**config.mk**
```make
export PLATFORM = sky130hd
export DESIGN_NAME = bank_rtc_ctrl
export DESIGN_NICKNAME = d
export VERILOG_FILES = /design/src/rtl/bank_rtc_pkg.sv /design/src/rtl/bank_select_regs.sv /design/src/rtl/rtc_regfile.sv /design/src/rtl/bank_rtc_ctrl.sv
export SDC_FILE = /design/constraint.sdc
export NUM_CORES = 1
export LEC_CHECK = 0
export CAP_MARGIN = 15
export CORE_UTILIZATION = 35
export DETAILED_ROUTE_END_ITERATION = 8
export MAX_ROUTING_LAYER = met4
export PLACE_DENSITY = 0.65
export SLEW_MARGIN = 20
export SYNTH_ARGS = -nofsm -noshare
export SYNTH_HDL_FRONTEND = slang
export SYNTH_SLANG_ARGS = --single-unit
```
**constraint.sdc**
```tcl
create_clock -name clk -period 5.41 [get_ports clk]
set_clock_uncertainty 0.05 [all_clocks]
set_input_delay 1.082 -clock clk [delete_from_list [all_inputs] [get_ports clk]]
set_output_delay 1.082 -clock clk [all_outputs]
set_load 0.01 [all_outputs]
```
**src/rtl/bank_rtc_pkg.sv**
```systemverilog
package bank_rtc_pkg;
  typedef struct packed {
    logic [7:0] sec;
    logic [7:0] min;
    logic [7:0] hr;
    logic [7:0] dlo;
    logic [7:0] dhi;
  } rtc_t;

  localparam logic [7:0] ENABLE_KEY   = 8'h0A;
  localparam logic [3:0] CLK_SEL_LO   = 4'h8;
  localparam logic [3:0] CLK_SEL_HI   = 4'hC;
  localparam logic [7:0] DHI_MASK     = 8'hC1;
  localparam int         HALT_BIT     = 6;
  localparam int         CARRY_BIT    = 7;
  localparam int         SEL_W        = 4;

  // Region codes taken from address bits 15:13.
  localparam logic [2:0] RG_KEY   = 3'd0;
  localparam logic [2:0] RG_ROMB  = 3'd1;
  localparam logic [2:0] RG_SEL   = 3'd2;
  localparam logic [2:0] RG_LATCH = 3'd3;
  localparam logic [2:0] RG_WIN   = 3'd5;
endpackage

```
**src/rtl/bank_select_regs.sv**
```systemverilog
module bank_select_regs
  import bank_rtc_pkg::*;
#(
  parameter int ROM_BW    = 7,
  parameter bit HAS_CLOCK = 1'b1
) (
  input  logic              clk,
  input  logic              rst_n,
  input  logic              wr_key,
  input  logic              wr_romb,
  input  logic              wr_sel,
  input  logic              wr_latch,
  input  logic [7:0]        wdata,
  output logic              ram_en,
  output logic [ROM_BW-1:0] rom_bank,
  output logic [SEL_W-1:0]  sel,
  output logic              latched
);
  logic [SEL_W-1:0]  sel_next;
  logic [ROM_BW-1:0] bank_next;

  always_comb begin
    if (HAS_CLOCK && wdata >= {4'h0, CLK_SEL_LO} && wdata <= {4'h0, CLK_SEL_HI})
      sel_next = wdata[SEL_W-1:0];
    else
      sel_next = {{(SEL_W-2){1'b0}}, wdata[1:0]};
    bank_next = wdata[ROM_BW-1:0];
    if (bank_next == '0) bank_next = {{(ROM_BW-1){1'b0}}, 1'b1};
  end

  always_ff @(posedge clk) begin
    if (!rst_n) begin
      ram_en   <= 1'b0;
      rom_bank <= {{(ROM_BW-1){1'b0}}, 1'b1};
      sel      <= '0;
      latched  <= 1'b0;
    end else begin
      if (wr_key)   ram_en   <= (wdata == ENABLE_KEY);
      if (wr_romb)  rom_bank <= bank_next;
      if (wr_sel)   sel      <= sel_next;
      if (wr_latch) latched  <= wdata[0];
    end
  end
endmodule

```
**src/rtl/rtc_regfile.sv**
```systemverilog
module rtc_regfile
  import bank_rtc_pkg::*;
(
  input  logic       clk,
  input  logic       rst_n,
  input  logic       tick,
  input  logic       wr,
  input  logic [2:0] idx,
  input  logic [7:0] wdata,
  input  logic       snap,
  output rtc_t       live,
  output rtc_t       held
);
  rtc_t       nxt;
  logic [9:0] day_sum;

  always_comb begin
    nxt     = live;
    day_sum = {1'b0, live.dhi[0], live.dlo} + 10'd1;
    if (!live.dhi[HALT_BIT]) begin
      if (live.sec >= 8'd59) begin
        nxt.sec = 8'd0;
        if (live.min >= 8'd59) begin
          nxt.min = 8'd0;
          if (live.hr >= 8'd23) begin
            nxt.hr     = 8'd0;
            nxt.dlo    = day_sum[7:0];
            nxt.dhi[0] = day_sum[8];
            if (day_sum[9]) nxt.dhi[CARRY_BIT] = 1'b1;
          end else begin
            nxt.hr = live.hr + 8'd1;
          end
        end else begin
          nxt.min = live.min + 8'd1;
        end
      end else begin
        nxt.sec = live.sec + 8'd1;
      end
    end
  end

  always_ff @(posedge clk) begin
    if (!rst_n) begin
      live <= '0;
      held <= '0;
    end else begin
      if (wr) begin
        case (idx)
          3'd0:    live.sec <= wdata;
          3'd1:    live.min <= wdata;
          3'd2:    live.hr  <= wdata;
          3'd3:    live.dlo <= wdata;
          3'd4:    live.dhi <= wdata & DHI_MASK;
          default: ;
        endcase
      end else if (tick) begin
        live <= nxt;
      end
      if (snap) held <= live;
    end
  end
endmodule

```
**src/rtl/bank_rtc_ctrl.sv**
```systemverilog
module bank_rtc_ctrl
  import bank_rtc_pkg::*;
#(
  parameter int NUM_ROM_BANKS = 128,
  parameter int NUM_RAM_BANKS = 4,
  parameter bit HAS_RAM       = 1'b1,
  parameter bit HAS_CLOCK     = 1'b1
) (
  input  logic        clk,
  input  logic        rst_n,
  input  logic        tick_1s,
  input  logic [15:0] bus_addr,
  input  logic        bus_wr,
  input  logic [7:0]  bus_wdata,
  output logic [7:0]  bus_rdata,
  output logic        ram_en,
  output logic [20:0] rom_addr,
  input  logic [7:0]  rom_rdata,
  output logic [14:0] ram_addr,
  output logic        ram_we,
  output logic [7:0]  ram_wdata,
  input  logic [7:0]  ram_rdata
);
  localparam int ROM_BW    = 7;
  localparam int ROM_OFF_W = 14;
  localparam int RAM_OFF_W = 13;

  logic [2:0]        region;
  logic              in_win, clk_hit, ram_ok, rom_ok, snap;
  logic [ROM_BW-1:0] rom_bank;
  logic [SEL_W-1:0]  sel;
  logic              latched;
  rtc_t              live, held, src;
  logic [7:0]        clk_val;

  assign region = bus_addr[15:13];
  assign in_win = (region == RG_WIN);

  bank_select_regs #(.ROM_BW(ROM_BW), .HAS_CLOCK(HAS_CLOCK)) u_sel (
    .clk      (clk),
    .rst_n    (rst_n),
    .wr_key   (bus_wr && region == RG_KEY),
    .wr_romb  (bus_wr && region == RG_ROMB),
    .wr_sel   (bus_wr && region == RG_SEL),
    .wr_latch (bus_wr && region == RG_LATCH),
    .wdata    (bus_wdata),
    .ram_en   (ram_en),
    .rom_bank (rom_bank),
    .sel      (sel),
    .latched  (latched)
  );

  assign clk_hit = HAS_CLOCK && sel >= CLK_SEL_LO && sel <= CLK_SEL_HI;
  assign ram_ok  = HAS_RAM && !clk_hit && (32'(sel) < NUM_RAM_BANKS);
  assign rom_ok  = (32'(rom_bank) < NUM_ROM_BANKS);
  assign snap    = bus_wr && region == RG_LATCH && bus_wdata[0];

  generate
    if (HAS_CLOCK) begin : g_rtc
      rtc_regfile u_rtc (
        .clk   (clk),
        .rst_n (rst_n),
        .tick  (tick_1s),
        .wr    (bus_wr && in_win && clk_hit),
        .idx   (sel[2:0]),
        .wdata (bus_wdata),
        .snap  (snap),
        .live  (live),
        .held  (held)
      );
    end else begin : g_no_rtc
      assign live = '0;
      assign held = '0;
    end
  endgenerate

  always_comb begin
    src = latched ? held : live;
    case (sel[2:0])
      3'd0:    clk_val = src.sec;
      3'd1:    clk_val = src.min;
      3'd2:    clk_val = src.hr;
      3'd3:    clk_val = src.dlo;
      3'd4:    clk_val = src.dhi;
      default: clk_val = 8'h00;
    endcase
  end

  assign rom_addr  = bus_addr[15:14] == 2'b00
                   ? {{ROM_BW{1'b0}}, bus_addr[ROM_OFF_W-1:0]}
                   : {rom_bank, bus_addr[ROM_OFF_W-1:0]};
  assign ram_addr  = {sel[1:0], bus_addr[RAM_OFF_W-1:0]};
  assign ram_wdata = bus_wdata;
  assign ram_we    = bus_wr && in_win && ram_ok;

  always_comb begin
    if (bus_addr[15:14] == 2'b00)      bus_rdata = rom_rdata;
    else if (bus_addr[15:14] == 2'b01) bus_rdata = rom_ok ? rom_rdata : 8'h00;
    else if (in_win)                   bus_rdata = clk_hit ? clk_val
                                                 : (ram_ok ? ram_rdata : 8'h00);
    else                               bus_rdata = 8'h00;
  end
endmodule

```
==> run summary, run 1 <==
In this run, the number of DRC markers left after iteration 0 of detailed routing was 679. During I/O placement, the number of pins put on the boundary was 98. The global router's overall resource usage came out at 0.2027. Among the stages of the critical path, the cell type that occurs most often is sky130_fd_sc_hd__clkdlybuf4s50_1. The hold violation count in the final report was 0.

The remaining antenna violation count after routing is 0. In the routed layout, each cell is associated on average with a via count of 5.714. The area used by multi-input combinational logic was 0.002660 mm².

The run gives 0.3628 as the initial core utilization. STA classifies the critical path startpoint as an input port. Setup repair after global routing left no endpoint under its margin.

The switching power is 0.3184 mW, and the total via count after detailed routing is 4480. Buffers placed on the I/O ports in this run total 58. Buffers inserted during clock tree synthesis total 9. The max-slew violation count is 0, and the area taken by flip-flops and latches is 0.001662 mm². The smallest clock period supported by the final layout is computed as 4.173 ns.

For the worst setup path, the data required time is 4.28 ns. DRC violation count after routing: 0. The number of setup buffers added after CTS is 0. The run gives 0 as the initial antenna violation count.

Setup total negative slack on the finished layout was measured at 0 ns. Post-CTS repair changed the size of 0 cells. The ratio of final minimum period to clock period was 0.7714; the insertion delay to the later sink of the worst-skew pair was 0.35 ns.

Once placement completed, the tool counted placed cells totaling 768. The library cells used most frequently in the layout, excluding fill and tap cells, are sky130_fd_sc_hd__nand2_1 (112), sky130_fd_sc_hd__dfxtp_1 (83), sky130_fd_sc_hd__a21oi_1 (71). The mean instance size in the synthesized netlist works out to 8.017 µm². STA classifies the critical path endpoint as a primary output.

Summed over all cells, the static leakage comes to 1.786 nW. The signal on the critical path passes through clkdlybuf4s50_1 > nand3b_1 > nand2b_1 > o22ai_1 > clkdlybuf4s50_1. The floorplan die area is 0.01431 mm², and the final cell count without fillers is 784. The clock-pin slew on the worst setup and hold paths works out to 0.06 ns. Synthesis instantiated 64 different standard cells from the library. The congestion estimate from routability-driven global placement came to 0.9147. VDD sags by at most 0.1230 mV. After detailed routing, the met2 layer carries 6361 µm of wire. The share of power burned in the clock network came out at 0.478.

The run gives 239.6 MHz as the timing-limited maximum frequency. Worst relative slew slack: 0.2680. The run finished with clean final reports. Cell internal power was estimated by the tool at 1.072 mW.

The proportion of power drawn by flip-flops and latches is 0.446, and the number of synthesized register bits is 83. The transition at the pin with the smallest max-transition slack is 1.096 ns. The synthesized netlist occupies a cell area of 0.004842 mm². The clock passes through at most 2 buffers.

The count of antenna diodes in the layout is 0. Slowest library cell on the worst path: sky130_fd_sc_hd__clkdlybuf4s50_1. The run gives 0.3432 as the share of the yosys chip area belonging to registers.

The wire length per cell after detailed routing was 17.78 µm; the reg2reg setup slack was 2.54 ns. Share of cells above drive strength 1: 0.07895. For this run, the number of Yosys warnings is 0. Setup violations remaining at the end of the flow were counted as 0. The detailed-router iteration count before antenna repair is 5. The number of global-route vias before repair came out at 4182. The detailed placement HPWL was 9939 µm; the area growth from synthesis to layout was 14.94%.

The horizontal die dimension is 119.6 µm. The routed design has 13940 µm of wire. The async set-or-reset flop fraction in the synthesized netlist is 0. TritonCTS built the clock tree.

The root buffer cell chosen for the clock tree is sky130_fd_sc_hd__clkbuf_16. The post-synth net total is 652, and the number of H-tree levels is 3. The y dimension of the die came out at 119.6 µm. The arrival time reported for the critical path endpoint is 3.04 ns, and the overflow left after global routing is 0. The initialized floorplan defines 42 standard-cell rows. The highest metal layer carrying signal wires in the routed design is met4. On the worst path, the slowest cell contributes a delay of 0.73 ns. The prevailing post-synth register cell was sky130_fd_sc_hd__dfxtp_1. The power share of the combinational group is 0.076, and the max-capacitance violation count is 0.

The class of the most critical hold timing path is reg -> reg. Entering global routing, the biggest net connects 49 pins. The largest fanout on the critical path was 12; the cell count after synthesis was 604. Detailed routing placed a total of 1119 µm of wire on met3. The first global-routing pass estimated 22050 µm of wire. Power spread over the standard cell area amounts to 249.9 mW/mm². Type of the setup path with the least slack: in -> out. Yosys mapped a number of flops with a built-in enable equal to 0. The switching portion of total power works out to 0.2290. Leaving out fill and tap cells, the most frequent cell in the layout is sky130_fd_sc_hd__nand2_1. The logs give 6220 µm for the total routed wire length on the met1 layer and 83 for the total clock sinks. After floorplanning, the core was sized to cover 0.01335 mm².

In the final design database the tool counted 651 nets. The final-layout fill cell count is 1348. In this run, post-CTS hold repair placed 0 buffers.
cells by family (layout without fill, tap and decap cells):
group | Yosys count | after routing | share of synthesized area
AO/OA/AOI/OAI | 163 | 163 | 0.2028
XOR/XNOR | 1 | 1 | 0.001809
adder cells (fa/ha/maj) | 4 | 4 | 0.01034
buffers and inverters | 93 | 97 | 0.1088
flip-flops | 83 | 83 | 0.3432
multiplexers | 38 | 38 | 0.1132
AND/OR/NAND/NOR | 222 | 222 | 0.2199
cell type report:
cell class | instances | area share
multi-input combinational | 428 | 0.4780
sequential | 83 | 0.2986
timing repair buffer | 66 | 0.1165
clock buffer | 10 | 0.04114
tap | 176 | 0.03957
clock inverter | 6 | 0.01619
inverter | 15 | 0.01012
path summary, 6_finish.rpt:
kind | to | cells past startpoint | startpoint
hold / removal | g_rtc.u_rtc.held[12] | 2 | g_rtc.u_rtc.held[12]
setup / recovery | bus_rdata[4] | 5 | bus_addr[15]
setup reg to reg | g_rtc.u_rtc.live[15] | 5 | u_sel.sel[0]
hold reg to reg | g_rtc.u_rtc.held[12] | 2 | g_rtc.u_rtc.held[12]
registers in the layout, indices dropped and copies added, names as in the netlist:
signal,flops
g_rtc.u_rtc.held,35
g_rtc.u_rtc.live,35
u_sel.rom_bank,7
u_sel.sel,4
u_sel.latched,1
u_sel.ram_en,1
synthesized netlist by cell type, types with 3 or more instances:
master                     count  share of area
sky130_fd_sc_hd__nand2_1     112          0.087
sky130_fd_sc_hd__dfxtp_1      83           0.34
sky130_fd_sc_hd__a21oi_1      71          0.073
sky130_fd_sc_hd__buf_4        38          0.059
sky130_fd_sc_hd__o21ai_0      34          0.035
sky130_fd_sc_hd__nor2_1       26          0.020
sky130_fd_sc_hd__clkbuf_1     25          0.019
sky130_fd_sc_hd__mux2i_1      21          0.043
sky130_fd_sc_hd__o22ai_1      15          0.019
sky130_fd_sc_hd__inv_1        14          0.011
sky130_fd_sc_hd__nand3_1      14          0.014
sky130_fd_sc_hd__mux4_2       13          0.060
sky130_fd_sc_hd__nor3_1       10          0.010
sky130_fd_sc_hd__buf_2         9         0.0093
sky130_fd_sc_hd__nor2b_1       9          0.012
sky130_fd_sc_hd__nand4_1       8          0.010
sky130_fd_sc_hd__nor3b_1       8          0.012
sky130_fd_sc_hd__a31oi_1       7         0.0090
sky130_fd_sc_hd__and2_1        6         0.0078
sky130_fd_sc_hd__nor4_1        6         0.0078
sky130_fd_sc_hd__ha_1          4          0.010
sky130_fd_sc_hd__mux2_2        4         0.0093
sky130_fd_sc_hd__a211oi_1      3         0.0047
sky130_fd_sc_hd__a22oi_1       3         0.0047
sky130_fd_sc_hd__a32oi_1       3         0.0054
sky130_fd_sc_hd__and3_1        3         0.0039
sky130_fd_sc_hd__buf_6         3         0.0070
sky130_fd_sc_hd__o32a_1        3         0.0062
per-layer routing:
metal,GRT usage,vias to the layer above
li1,-,2129
met1,0.2798,2144
met2,0.2991,180
met3,0.03375,27
met4,0.06953,0
met5,-,-
critical path: cells and delay by family:
| family | cells | cell delay (ns) |
|---|---|---|
| buffers and inverters | 2 | 1.29 |
| and+or+nand+nor | 2 | 0.51 |
| AOI/OAI and AO/OA | 1 | 0.16 |
power by group through the flow:
stage	combinational (mW)	sequential, mW	clock, mW
finish	0.105	0.621	0.665
global placement	0.104	0.634	0
global route	0.113	0.621	0.700
floorplan	0.0747	0.630	0
detailed placement	0.105	0.634	0
CTS	0.106	0.620	0.672
metrics by stage:
| stage | hold slack (ns) | utilization | power, mW | cell area (µm²) | worst slack [ns] |
|---|---|---|---|---|---|
| 2_1_floorplan | 0.3829 | - | 0.7046 | 4842 | 2.500 |
| 3_3_place_gp | 0.3897 | 0.3919 | 0.7376 | 5231 | 1.285 |
| 3_5_place_dp | 0.3974 | 0.3930 | 0.7393 | 5246 | 1.240 |
| 4_1_cts | 0.4061 | 0.4169 | 1.399 | 5565 | 1.239 |
| 5_1_grt | 0.4233 | 0.4169 | 1.433 | 5565 | 1.097 |
| 6_report | 0.4037 | 0.4169 | 1.391 | 5565 | 1.237 |
No activity file was read; power rests on OpenSTA's default activity.
==> inputs of run 2 (changes only) <==
--- a/config.mk
+++ b/config.mk
@@ -9,7 +9,7 @@
 export CORE_UTILIZATION = 35
 export DETAILED_ROUTE_END_ITERATION = 8
 export MAX_ROUTING_LAYER = met4
-export PLACE_DENSITY = 0.65
+export PLACE_DENSITY = 0.67
 export SLEW_MARGIN = 20
 export SYNTH_ARGS = -nofsm -noshare
 export SYNTH_HDL_FRONTEND = slang
==> constraint.sdc (replaced) <==
create_clock -name clk -period 3.58 [get_ports clk]
set_clock_uncertainty 0.05 [all_clocks]
set_input_delay 0.716 -clock clk [delete_from_list [all_inputs] [get_ports clk]]
set_output_delay 0.716 -clock clk [all_outputs]
set_load 0.01 [all_outputs]
==> run 2 against run 1 <==
Global-route usage rose by 0.51 points; routed wire length rose by 1.7%; critical path depth rose by 1; clock power is 46% higher; sequential share of layout area decreased by 0.57 points; worst hold slack got worse by 0.00092 ns; via count rose by 1.9%; largest cell class unchanged.
==> run summary, run 2 (synthesized netlist as in run 1, its figures left out) <==
In this run the worst path has a maximum fanout of 9. The initial antenna violation count came out at 0. In this run the worst hold path is classified as reg -> reg. The post-layout instance area was 0.005674 mm²; the worst relative slew slack was 0.4191. The number of global-route vias before repair is 4403, and the final cell count without fillers is 799. In the final layout, the multi-input gates occupy 0.002660 mm².

For the final-layout worst hold slack, the log shows 0.4028 ns. The transition at the pin with the smallest max-transition slack came out at 0.8471 ns. The detailed router placed 4563 vias in this run. The power per cell area is 365.6 mW/mm², and the maximum VDD drop is 0.2282 mV.

Once placement finished, the instance area stood at 0.005364 mm². Across the run, the number of max-cap violations was 0. The floorplan has 42 rows.

The number of H-tree levels is 3, and the ratio of final minimum period to clock period is 0.9596. The HPWL after detailed placement is 10220 µm. Broken down by cell family, the worst path's largest delay share belongs to compound AO/OA/AOI/OAI gates.

The run gives 14180 µm as the routed wire length. The deepest clock path buffer count came out at 2. The run gives 0 as the count of cells resized by post-cts repair. The die covers 0.01431 mm². Wire length per cell after detailed routing: 17.74 µm. The tools report the hold violation count in the final report as 0. At the end of routability-driven placement, the weighted congestion stood at 0.8946. The run gives 9 as the number of buffers inserted during clock tree synthesis. Arrival time reported for the critical path endpoint: 2.67 ns. Setup repair after global routing left no endpoint under its margin. Relative to the synthesized area, the layout overhead comes to 17.18%. For this design the static power due to leakage is 1.858 nW. By instance count, the cell type seen most on the critical path is sky130_fd_sc_hd__a31oi_1. The run gives 0.469 as the share of power burned in the clock network. Summed over all nets, the switching power comes to 0.4967 mW. Fill cells in the final layout number 1344.

The logs give 0 for the overflow left after global routing and 0.080 for the power share of the combinational group. Entering global routing, the biggest net connects 70 pins. The slowest stage of the critical path is the sky130_fd_sc_hd__dfxtp_1 cell.

The die is 119.6 µm wide. The DRC violation count after routing is 0. Number of buffer and inverter instances along the worst setup path: 1. Switching portion of total power: 0.2394. In this run the clock root is driven by a sky130_fd_sc_hd__clkbuf_16.

The max-slew violation count came out at 0. Leaving out fill and tap cells, the most frequent cells in the layout are sky130_fd_sc_hd__nand2_1 (112), sky130_fd_sc_hd__dfxtp_1 (83), sky130_fd_sc_hd__a21oi_1 (71). The quantity of I/O buffers inserted on ports came out at 58.

Across the whole layout, storage elements account for 0.001662 mm². In this run, post-CTS hold repair placed 0 buffers. TritonCTS built the clock tree. The shortest period the worst path allows came out at 3.435 ns. Global router's overall resource usage: 0.2078.

The largest registers in the layout are g_rtc.u_rtc.held x35, g_rtc.u_rtc.live x35, u_sel.rom_bank x7. The clock-pin slew on the worst setup and hold paths is 0.07 ns. The timing-limited maximum frequency was 291.1 MHz; the total I/O pin count was 98. STA classifies the critical path endpoint as a primary output.

The cell internal power dissipation came out at 1.578 mW. The number of placed instances, taps included, is 783. The number of antenna diodes in the final layout is 0.

The first global-routing pass estimated 22700 µm of wire. In this run the post-CTS setup repair buffer count came out at 0. In this run the remaining antenna-violating nets after routing total 0. The later pin in the worst-skew pair is clocked with a latency of 0.34 ns. The floorplan step defined a core boundary enclosing 0.01335 mm². CTS saw 83 sinks. The via density per instance works out to 5.711. The initial core utilization was 0.3628.

The setup path with the least slack is of type reg -> out. For this block, the initial DRC count from the detailed router was 477. The launching element type of the critical path is a flop. The share of cells above drive strength 1 was 0.1027. Number of nets at the end of the flow: 666. The logs give 0 ns for the sum of negative setup slack and 0 for the setup-violating endpoint count in the final report. The flow ran to the end, and the final reports show no timing, DRC or antenna violations.

The share of the core filled with cells in the final layout is 0.4251. For the proportion of power drawn by flip-flops and latches, the log shows 0.451. Before antenna repair, the detailed router went through 7 iterations.

The library cell used most frequently in the layout, excluding fill and tap cells, is sky130_fd_sc_hd__nand2_1. The signal on the critical path passes through or3b_2 > o32a_1 > a31oi_1 > a31oi_1 > o22ai_1 > clkdlybuf4s50_1. For the worst setup path, the data required time is 2.81 ns. Y dimension of the die: 119.6 µm. The maximum single-stage delay on the critical path was 0.59 ns.
[run 2: through the flow]
| step | setup slack, ns | power [mW] |
|---|---|---|
| floorplan | 1.110 | 1.065 |
| global placement | 0.3695 | 1.120 |
| detailed placement | 0.2851 | 1.121 |
| CTS | 0.09294 | 2.085 |
| global route | 0.01201 | 2.137 |
| finish | 0.1447 | 2.075 |
[run 2: tightest hold or removal path: stages, from the launching register on]
cell and delay, ns:
sky130_fd_sc_hd__dfxtp_1 0.31, sky130_fd_sc_hd__nand2_1 0.05, sky130_fd_sc_hd__a21oi_1 0.05
[run 2: power by group through the flow]
stage | combinational [mW] | sequential [mW] | clock [mW]
floorplan | 0.113 | 0.952 | 0
CTS | 0.165 | 0.936 | 0.984
detailed placement | 0.164 | 0.957 | 0
finish | 0.165 | 0.936 | 0.974
global placement | 0.163 | 0.957 | 0
global route | 0.177 | 0.936 | 1.02
[run 2: final timing paths]
kind / from / end / slack (ns) / cells after the start
setup / recovery: u_sel.sel[1] / bus_rdata[6] / 0.14 / 6
hold / removal: g_rtc.u_rtc.held[33] / g_rtc.u_rtc.held[33] / 0.40 / 2
setup reg to reg: g_rtc.u_rtc.live[32] / g_rtc.u_rtc.live[22] / 0.89 / 6
hold reg to reg: g_rtc.u_rtc.held[33] / g_rtc.u_rtc.held[33] / 0.40 / 2
[run 2: area by class of cell]
class,count,area share
clock inverter,6,0.01257
tap,176,0.03881
timing repair buffer,81,0.1350
sequential,83,0.2928
multi-input combinational,428,0.4688
clock buffer,10,0.04212
inverter,15,0.009923
[run 2: routing by layer]
layer,global-route usage,share of wire,up-vias
li1,-,-,2163
met2,0.3147,0.46,235
met4,0.07344,0.019,0
met3,0.03945,0.096,30
met1,0.2765,0.43,2135
met5,-,0,-
==> inputs of run 3 (changes only) <==
--- a/config.mk
+++ b/config.mk
@@ -7,6 +7,7 @@
 export LEC_CHECK = 0
 export CAP_MARGIN = 15
 export CORE_UTILIZATION = 35
+export CTS_BUF_LIST = sky130_fd_sc_hd__clkbuf_4 sky130_fd_sc_hd__clkbuf_8
 export DETAILED_ROUTE_END_ITERATION = 8
 export MAX_ROUTING_LAYER = met4
 export PLACE_DENSITY = 0.67
==> run 3 against run 2 <==
Sequential power barely moved; maximum frequency grew 0.21%; clock power is 25% lower.
==> run summary, run 3 (synthesized netlist as in run 1, its figures left out) <==
The flow ran to the end, and the final reports show no timing, DRC or antenna violations. Switching power: 0.4712 mW. 0 antenna diodes ended up in the layout.

The tightest min-delay check is of the reg -> reg type. The tools report the overflow left after global routing as 0. Leaving out fill and tap cells, the most frequent cells in the layout are sky130_fd_sc_hd__nand2_1 (112), sky130_fd_sc_hd__dfxtp_1 (81), sky130_fd_sc_hd__a21oi_1 (71).

The run gives 407 as the initial detailed-routing violation count. For the worst-skew pair, the clock arrives at the later sink with an insertion delay of 0.37 ns. The H-tree was split into 3 levels.

Setup slack on the worst reg-to-reg path comes out at 0.90 ns. STA classifies the critical path endpoint as a primary output. Max-slew violation count: 0. The run gives 0.3628 as the initial core utilization. The max-capacitance violation count was 0; the number of buffers inserted during clock tree synthesis was 9. The global router's overall resource usage is 0.2063, and the proportion of power drawn by flip-flops and latches is 0.511. The transition at the pin with the smallest max-transition slack was 0.8703 ns; the hold violation count in the final report was 0. Entering global routing, the biggest net connects 70 pins.

The tools report the deepest clock path buffer count as 2. Derived from the worst setup path, the maximum achievable clock frequency is 291.7 MHz. The number of setup buffers added after CTS is 0.

Dividing total power by cell area gives a power density of 328.2 mW/mm². Counting stages on the worst path, the most repeated cell is sky130_fd_sc_hd__a31oi_1. After detailed routing, the average wire length per cell comes to 17.68 µm. In this run the worst path has a maximum fanout of 11.

Cell internal power was estimated by the tool at 1.359 mW. Detailed placement ended at an HPWL of 10220 µm. Setup repair after global routing left no endpoint under its margin. The power share of the combinational group is 0.090. For the wire length of the first global-routing pass, the log shows 22450 µm. TritonCTS built the clock tree. At the end of routability-driven placement, the weighted congestion stood at 0.8946. The analysis attributes to cell leakage a power of 1.812 nW. The leading cell type in the layout, fill and taps excluded is sky130_fd_sc_hd__nand2_1.

The horizontal die dimension was 119.6 µm. The critical path is of the reg -> out type. The initialized floorplan defines 42 standard-cell rows.

The switching portion of total power is 0.2575, and the DRC violation count after routing is 0. Worst relative slew slack: 0.4032. The number of global-route vias before repair came out at 4353. The floorplan step defined a core boundary enclosing 0.01335 mm². The largest single stage delay on the critical path is 0.73 ns. The final-layout fill cell count is 1359. The logs give 98 for the total I/O pin count and 0 for the number of buffers inserted for hold repair after clock tree synthesis. Data arrives at the worst endpoint at 2.66 ns.

The total via count after detailed routing came out at 4561. The largest registers in the layout are g_rtc.u_rtc.held x35, g_rtc.u_rtc.live x35, u_sel.rom_bank x7. The via density per instance is 5.708. Once detail routing completed, the nets flagged for antenna violations numbered 0. Launching element type of the critical path: a flop.

Wires add up to 14120 µm. The slowest library cell on the worst path was sky130_fd_sc_hd__dfxtp_1. The y dimension of the die is 119.6 µm, and the number of nets at the end of the flow is 666. The signal on the critical path passes through buf_4 > mux2_2 > nand2_1 > a31oi_1 > a31oi_1 > o22ai_1 > clkdlybuf4s50_1.

On the critical path the largest part of the delay comes from buffers and inverters. The worst-case IR drop observed on VDD is 0.1820 mV. The share of power burned in the clock network came out at 0.399. The run gives 83 as the total clock sinks. The tools report the overall power consumption as 1.830 mW. The ratio of final minimum period to clock period is 0.9576, and the sum of negative setup slack is 0 ns. Port buffering added 58 buffers.

The first TritonRoute pass finished after 5 iterations. The data required time at the worst endpoint is 2.81 ns, and the floorplan die area is 0.01431 mm². The share of cells above drive strength 1 works out to 0.1059.

The clock-pin slew on the worst setup and hold paths was 0.10 ns. The number of buffer and inverter instances along the worst setup path works out to 2. The worst path in the final design needs a cycle of 3.428 ns, including I/O delays and setup. Setup violations remaining at the end of the flow were counted as 0. Initial antenna violation count: 0. From synthesis to final layout, the design area changed by 15.14%.

The cell sitting at the root of the clock tree is a sky130_fd_sc_hd__clkbuf_8.
## run 3: changes by cell type in the layout (fill, tap and decap cells not counted)
cell | previous run | this run
sky130_fd_sc_hd__clkbuf_8 | 1 | 10
sky130_fd_sc_hd__dfxtp_2 | 0 | 2
sky130_fd_sc_hd__dfxtp_1 | 83 | 81
sky130_fd_sc_hd__clkbuf_16 | 9 | 0
## run 3: metal layers
metal  global-route usage  routed length, µm
met5                    -                  0
met4              0.06641                257
met3              0.04658               1123
met2               0.3118               6435
met1               0.2728               6307
## run 3: tightest hold or removal path, cell delays in order, from the launching register on
cell and delay, ns:
sky130_fd_sc_hd__dfxtp_1 0.32, sky130_fd_sc_hd__nand2_1 0.05, sky130_fd_sc_hd__a21oi_1 0.05
## run 3: power groups by stage
stage / clock, mW / combinational (mW) / sequential [mW]
floorplan: 0 / 0.113 / 0.952
global placement: 0 / 0.163 / 0.957
detailed placement: 0 / 0.164 / 0.957
CTS: 0.740 / 0.165 / 0.935
global route: 0.771 / 0.177 / 0.936
finish: 0.730 / 0.165 / 0.935
## run 3: layout make-up
class	instances	area, µm²	share of cell area
Clock buffer	10	137.6	0.02469
Clock inverter	6	71.32	0.01279
Inverter	15	56.30	0.01010
Multi-Input combinational cell	428	2660	0.4771
Sequential cell	83	1664	0.2985
Tap cell	176	220.2	0.03950
Timing Repair Buffer	81	765.7	0.1373
## run 3: path summary, 6_finish.rpt
kind	from	end	cells past startpoint
worst max-delay path	u_sel.latched	bus_rdata[6]	7
worst min-delay path	g_rtc.u_rtc.held[33]	g_rtc.u_rtc.held[33]	2
worst max register to register	g_rtc.u_rtc.live[32]	g_rtc.u_rtc.live[22]	6
worst min register to register	g_rtc.u_rtc.held[33]	g_rtc.u_rtc.held[33]	2
## run 3: through the flow
step                      area, µm²  hold WS (ns)  utilization  std cells  setup slack (ns)
after detailed placement       5364        0.3968       0.4019        783            0.2851
after global routing           5575        0.4334       0.4177        799          0.002027
after global placement         5364        0.3883       0.4019        783            0.3695
after floorplan                4842        0.3829            -        604             1.110
after CTS                      5573        0.4089       0.4175        799           0.05527
final                          5575        0.4060       0.4177        799            0.1517
## run 3: timing repair
item	in CTS	in global routing
gates resized for setup	0	2
setup endpoints to repair	0	3
hold endpoints to repair	0	0
